$ cat src/rtl/vsteer_pkg.sv
package vsteer_pkg;
   // Phase count and selector width used by the default configuration
   localparam int unsigned PHASES     = 3;
   localparam int unsigned SEL_BITS   = 2;
   // Selector codes with fixed meaning
   localparam int unsigned CODE_OWN   = 0;

   // Rotating destination for a source: code 0 or any code >= phases keeps
   // the source on its own path, otherwise move forward by code phases.
   function automatic int unsigned dest_of(input int unsigned src,
                                           input int unsigned code,
                                           input int unsigned nph);
      if (code == CODE_OWN || code >= nph) return src;
      return (src + code) % nph;
   endfunction
endpackage

$ cat src/rtl/vsteer_decode.sv
module vsteer_decode #(
   parameter int unsigned NPH   = 3,
   parameter int unsigned SEL_W = 2,
   parameter int unsigned SRC   = 0
) (
   input  logic [SEL_W-1:0] sel,
   output logic [NPH-1:0]   dest
);
   import vsteer_pkg::*;

   if (SRC >= NPH) begin : g_bad_src
      $error("vsteer_decode: SRC out of range");
   end

   int unsigned tgt;

   always_comb begin
      tgt = dest_of(SRC, int'(sel), NPH);
      for (int d = 0; d < NPH; d++) begin
         dest[d] = (tgt == d);
      end
   end
endmodule

$ cat src/rtl/vsteer_pick.sv
module vsteer_pick #(
   parameter int unsigned NPH = 3,
   parameter int unsigned SW  = 24
) (
   input  logic [NPH-1:0]    req,
   input  logic [NPH*SW-1:0] v_flat,
   output logic [SW-1:0]     v_sel
);
   logic hit;

   // Lowest index wins; empty request set yields zero
   always_comb begin
      v_sel = '0;
      hit   = 1'b0;
      for (int s = 0; s < NPH; s++) begin
         if (req[s] && !hit) begin
            v_sel = v_flat[s*SW +: SW];
            hit   = 1'b1;
         end
      end
   end
endmodule

$ cat src/rtl/vsteer_stage.sv
module vsteer_stage #(
   parameter int unsigned W = 8
) (
   input  logic         clk,
   input  logic         rst_n,
   input  logic         load,
   input  logic [W-1:0] d,
   output logic [W-1:0] q
);
   always_ff @(posedge clk or negedge rst_n) begin
      if (!rst_n)    q <= '0;
      else if (load) q <= d;
   end
endmodule

$ cat src/rtl/vsteer_xbar.sv
module vsteer_xbar #(
   parameter int unsigned NPH     = vsteer_pkg::PHASES,
   parameter int unsigned SW      = 24,
   parameter int unsigned SEL_W   = vsteer_pkg::SEL_BITS,
   parameter int unsigned CFG_W   = 32,
   parameter int unsigned SEL_LSB = 8
) (
   input  logic              clk,
   input  logic              rst_n,
   input  logic              in_valid,
   input  logic [CFG_W-1:0]  cfg_word,
   input  logic [NPH*SW-1:0] v_in,
   input  logic [NPH*SW-1:0] i_in,
   output logic              out_valid,
   output logic [NPH*SW-1:0] v_out,
   output logic [NPH*SW-1:0] i_out
);
   localparam int unsigned FIELD_W = NPH * SEL_W;
   localparam int unsigned BUS_W   = NPH * SW;

   // Elaboration-time parameter checks
   if (NPH < 2) begin : g_bad_nph
      $error("vsteer_xbar: NPH must be at least 2");
   end
   if ((1 << SEL_W) < NPH) begin : g_bad_sel
      $error("vsteer_xbar: SEL_W too narrow for NPH");
   end
   if (SEL_LSB + FIELD_W > CFG_W) begin : g_bad_field
      $error("vsteer_xbar: routing field exceeds cfg width");
   end
   if (SW < 1) begin : g_bad_sw
      $error("vsteer_xbar: SW must be positive");
   end

   logic [FIELD_W-1:0] field;
   assign field = cfg_word[SEL_LSB +: FIELD_W];

   // route[s][d]: source s aims at destination d
   logic [NPH-1:0] route [NPH];
   logic [BUS_W-1:0] v_next;

   for (genvar s = 0; s < NPH; s++) begin : g_src
      vsteer_decode #(.NPH(NPH), .SEL_W(SEL_W), .SRC(s)) u_dec (
         .sel  (field[s*SEL_W +: SEL_W]),
         .dest (route[s])
      );
   end

   for (genvar d = 0; d < NPH; d++) begin : g_dst
      logic [NPH-1:0] req;
      for (genvar s = 0; s < NPH; s++) begin : g_req
         assign req[s] = route[s][d];
      end
      vsteer_pick #(.NPH(NPH), .SW(SW)) u_pick (
         .req    (req),
         .v_flat (v_in),
         .v_sel  (v_next[d*SW +: SW])
      );
   end

   vsteer_stage #(.W(BUS_W)) u_vreg (
      .clk (clk), .rst_n (rst_n), .load (in_valid), .d (v_next), .q (v_out)
   );
   vsteer_stage #(.W(BUS_W)) u_ireg (
      .clk (clk), .rst_n (rst_n), .load (in_valid), .d (i_in), .q (i_out)
   );
   vsteer_stage #(.W(1)) u_vld (
      .clk (clk), .rst_n (rst_n), .load (1'b1), .d (in_valid), .q (out_valid)
   );
endmodule

$ cat config.mk
export PLATFORM = sky130hd
export DESIGN_NAME = vsteer_xbar
export DESIGN_NICKNAME = d
export VERILOG_FILES = /design/src/rtl/vsteer_pkg.sv /design/src/rtl/vsteer_decode.sv /design/src/rtl/vsteer_pick.sv /design/src/rtl/vsteer_stage.sv /design/src/rtl/vsteer_xbar.sv
export SDC_FILE = /design/constraint.sdc
export NUM_CORES = 1
export LEC_CHECK = 0
export ABC_AREA = 1
export BUFFER_PORTS_ARGS = -buffer_cell sky130_fd_sc_hd__buf_2
export CAP_MARGIN = 20
export CORE_MARGIN = 2
export CORE_UTILIZATION = 40
export CTS_CLUSTER_DIAMETER = 50
export DETAILED_ROUTE_END_ITERATION = 12
export PLACE_DENSITY = 0.69
export SLEW_MARGIN = 20
export SYNTH_ARGS = -nofsm -noshare
export SYNTH_HDL_FRONTEND = slang
export SYNTH_SLANG_ARGS = --single-unit
$ cat constraint.sdc
create_clock -name clk -period 0.8 [get_ports clk]
set_input_delay 0.04 -clock clk [delete_from_list [all_inputs] [get_ports clk]]
set_output_delay 0.04 -clock clk [all_outputs]
set_load 0.1 [all_outputs]
# == After elaboration in Yosys (flattened, before gate mapping) ==
# Index checks and enable logic that the tools add are counted.
# word_totals
reg_bits,145
latchBits,0
mem_bits_rw,0
romBits,0
input_bits,179
output_inout_bits,145
n_memories,0
# op_classes
n_addsub,2
n_mul,0
n_div,3
n_lt_le_gt_ge,3
n_eq_ne,6
shifts,0
muxes,23
n_bitwise,0
reduce_logical,21
# ops
operator,n
$mux 24,9
$eq 32x1->1 const B,3
$eq 32x2->1 const B,3
$logic_not 32->1,3
$mux 32,3
$mod 32x2->32 const B,2
$mod 2x2->32 const B,1
$mux 1,10
$ge 2x2->1 const B,3
$logic_and 1x1->1,6
$logic_not 1->1,6
$logic_not 2->1,3
$add 1x2->3 const A,1
$add 2x2->3 const A,1
$logic_or 1x1->1,3
$mux 2,1

# == Logic depth before layout (Yosys ltp) ==
# depth
depth_word,12
ltp_mapped,10

# == Modules after synthesis ==
# A second synthesis with hierarchy kept.
# unflattened
cells_unflattened,956
hier_area_um2,7339.5
# by_module_without_submodules
mod,n_inst,cells_per_inst,area_each_um2,seq_area_each_um2
vsteer_stage at u_ireg ...,2,304,2748.9,1801.7
vsteer_pick,3,110,566.8,0.0
vsteer_decode,3,4,32.5,0.0
vsteer_stage at u_vld,1,5,40.0,25.0
vsteer_xbar,1,1,3.8,0.0

# == Worst setup path after synthesis ==
# No wires, ideal clock.
# synth_path
path_type,input port to flip-flop
start,input port cfg_word[10]
end,register u_vreg.q[29]
setup_ps,120
arrival_ps,1108
t_required_ps,680
setup_slack_ps,-427
path_stages,10
path_buffers,2
path_cell_list,inv_1 > ha_1 > buf_4 > nor2_4 > buf_2 > nand3_1 > nand2_1 > inv_1 > nand2_1 > nand2_1
# synth_via
elab_chain_cells,10
# synth_rtl
item,line,source
"start, declared",vsteer_xbar.sv:11,"input logic [CFG_W-1:0] cfg_word,"
branches (longest 3 deep; another with $mod 32x2->32),--,
$mux 32 *,vsteer_pkg.sv:14,return (src + code) % nph;
$eq 32x1->1 *,vsteer_decode.sv:20,dest[d] = (tgt == d);
$logic_and 1x1->1 *,vsteer_pick.sv:16,if (req[s] && !hit) begin
$mux 1,vsteer_pick.sv:16,
$logic_not 1->1,vsteer_pick.sv:16,
$logic_and 1x1->1,vsteer_pick.sv:16,
$mux 24 *,vsteer_pick.sv:16,
"end signal, assigned",vsteer_stage.sv:11,if (!rst_n) q <= '0;
"end signal, assigned",vsteer_stage.sv:12,else if (load) q <= d;
"end, declared",vsteer_stage.sv:8,output logic [W-1:0] q
# Mark *: on every way between the ends.
# A chain may end at the register's enable or synchronous reset.

# == Final worst setup path ==
# layout_path
start,input port cfg_word[10]
end,register u_vreg.q[50]
# layout_via
elab_chain_cells,10
# layout_rtl
item,line
branches (longest 3 deep; another with $mod 32x2->32),--
$mux 32 *,vsteer_pkg.sv:14
$eq 32x2->1 *,vsteer_decode.sv:20
$logic_and 1x1->1 *,vsteer_pick.sv:16
$mux 1,vsteer_pick.sv:16
$logic_not 1->1,vsteer_pick.sv:16
$logic_and 1x1->1,vsteer_pick.sv:16
$mux 24 *,vsteer_pick.sv:16
# Marks and branches as above.

==> flow_summary.toml <==
[drt]
routed_wl_um = 47600
first_pass_iters = 7
num_vias = 11200
drt.antenna.violating_nets = 0
wl_per_cell_um = 26.2
vias_per_cell = 6.16
drcViolationCount = 0
drtIter0Drc = 1457

[global_routing]
antenna_found_initial = 1
grt_first_pass_wirelength_um = 58500
grt_usage = 0.382
grt_max_degree = 62
grt.overflow.total = 0
grt_pass1_vias = 10700

[synthesis]
synth_top_area_frac = 0.480
synth_area_leaders = "dfrtp_1 48%, nand2_1 23%, nand3_1 12%"
synth_compound_gate_area_share = 0.0391
synth_fa_ha_area_frac = 0.0132
postSynthNetCount = 1244
synth.avg_cell_area_um2 = 7.15
ys_seq_area_frac = 0.480
syn-cell-area_um2 = 7560
synth-seq-cells = 145
synth-simple-area-share = 0.373
muxShareOfSynthArea = 0
synth-xor-area-share = 0
yosys.area.top_type = "dfrtp_1"
yosysWarnings = 0
synth_top_family_by_area = "simple AND/OR/NAND/NOR gates"
synthDistinctLibCells = 18
syn_inst = 1057

[sta]
setup_slack_ps = -477
maxSlewHeadroom = 0.685
finalHoldViolations = 0
timing.fmax_mhz = 783
rsz0062_at_grt = "true"
setup_viol = 226
finalCritPeriodShare = 1.60
final_max_slew_viol_count = 0
min_period_ps = 1280
tightestPinTransition_ps = 473
skew_ps = 0

[power]
ir_drop_mv = 1.70
combPwrFrac = 0.483
swShare = 0.447
p_total_uw = 34400
intPower_uw = 19000
pwr-share-seq = 0.277
powerDensity_nw_per_um2 = 2060
p_leak_uw = 0.00811
power.switching_uw = 15400
clockPowerShare = 0.239

[clock_tree]
clock_latency_ps = 440
cts.sinks = 145
cts_max_level = 4
clk_pin_slew_ps = 80
numCtsBuffers = 17
cts-root-buf = "clkbuf_16"
tritoncts = "yes"
clockBufferDepth = 2

[setup_path]
startpoint_type = "primary input"
worst_ep_required_time_ps = 1120
rrSetupSlack_ps = -170
end_kind = "flop"
critPathMaxFanout = 6
crit_type = "in -> reg"
worstPathArrival_ps = 1600

[floorplan]
dieWidth_um = 141
initial_core_util = 0.406
die_h_um = 141
coreArea_um2 = 18600
ios = 324
die_area_um2 = 20000
fp-row-count = 50

[finish]
layout_common_cells = "387 x nand2_1, 184 x buf_12, 146 x buf_2"
area_delta_synth_final_pct = 121
layout_commonest_cell = "nand2_1"
nets = 1754
drive_above_1_share = 0.560

[run]
max-cap-violations = 0

[placement]
place_ws_ps = -895
gp_congestion = 0.909
portBuffers = 297
hpwlAfterDp_um = 21200

[run_status]
violations = "negative setup slack"
outcome = "finished with violations"

[hold_path]
min_path_type = "in -> reg"
==> cell families (layout without fill, tap and decap cells) <==
kind of cell	after synthesis	in the layout
adders and majority gates	8	8
buffers and inverters	174	693
DFF	145	145
and+or+nand+nor	671	675
other	0	2
AOI/OAI and AO/OA	59	59
==> area by class of cell <==
type,instances,area (um^2)
Clock buffer,19,453
Multi-Input combinational cell,742,4690
Fill cell,689,1900
Inverter,108,455
Tap cell,234,293
Antenna cell,2,5.00
Clock inverter,13,126
Sequential cell,145,4010
Timing Repair Buffer,553,6710
==> final timing paths <==
| check | from | endpoint | cells past startpoint |
|---|---|---|---|
| setup / recovery | cfg_word[10] | u_vreg.q[50] | 10 |
| hold / removal | v_in[53] | u_vreg.q[5] | 5 |
| setup reg to reg | u_vreg.q[50] | u_vreg.q[50] | 2 |
| hold reg to reg | u_vreg.q[27] | u_vreg.q[27] | 2 |
| max in group asynchronous | rst_n | u_vreg.q[1] | 3 |
| min in group asynchronous | rst_n | u_ireg.q[0] | 3 |
==> per-layer routing <==
layer,share of wire,GRT usage,vias to the layer above
met5,0,0,-
met4,0.11,0.253,0
li1,-,-,4328
met3,0.13,0.0989,521
met2,0.45,0.638,1169
met1,0.32,0.432,5174
==> through the flow <==
stage / instances / area [um^2] / setup TNS (ps) / hold slack (ps) / utilization
6_report: 1816 / 16700 / -60250 / 25.4 / 0.898
5_1_grt: 1815 / 16700 / -62450 / 36.8 / 0.898
4_1_cts: 1797 / 15900 / -47720 / 1.02 / 0.852
3_5_place_dp: 1591 / 12800 / -45520 / 24.0 / 0.686
3_3_place_gp: 1591 / 12800 / -43430 / 17.7 / 0.686
2_1_floorplan: 1057 / 8470 / -16850 / -256 / -
==> critical path: stages <==
cell,delay [ps]
buf_6,120
ha_4,180
buf_6,130
nor2_4,250
buf_12,180
buf_12,160
nand2_8,110
nand3_2,100
nand2_1,60
nand2_1,250
==> flip-flops by register name (all words and copies together) (netlist names) <==
signal	flops
u_ireg.q	72
u_vreg.q	72
u_vld.q	1
==> repair_timing <==
| item | in CTS | in global routing |
|---|---|---|
| setup buffers | 26 | 23 |
| pin swaps | 57 | 56 |
| cloned | 12 | 1 |
| setup endpoints to repair | 217 | 220 |
| hold buffers | 138 | 0 |
| gates resized for setup | 156 | 186 |
| endpoints found under the hold margin | 280 | 0 |
==> cell usage after synthesis <==
cell        n
nand2_1   458
dfrtp_1   145
o21ai_1     8
buf_2      27
nor2_4      5
nand2_2     4
nand3b_1    5
a21oi_1    35
nand3_1   187
ha_1        8
buf_4       8
inv_1     105
o21ai_0    16
clkinv_1    1
buf_1       6
inv_2       2
nor2_1     12
clkbuf_1   25
==> power by group through the flow <==
stage               clock [uW]  combinational (uW)  sequential [uW]
floorplan                    0                2250            15100
global placement             0               13500             9530
detailed placement           0               13600             9570
CTS                       8050               15100             9430
global route              8520               16900             9610
finish                    8230               16700             9560
(Power assumes the default switching activity.)
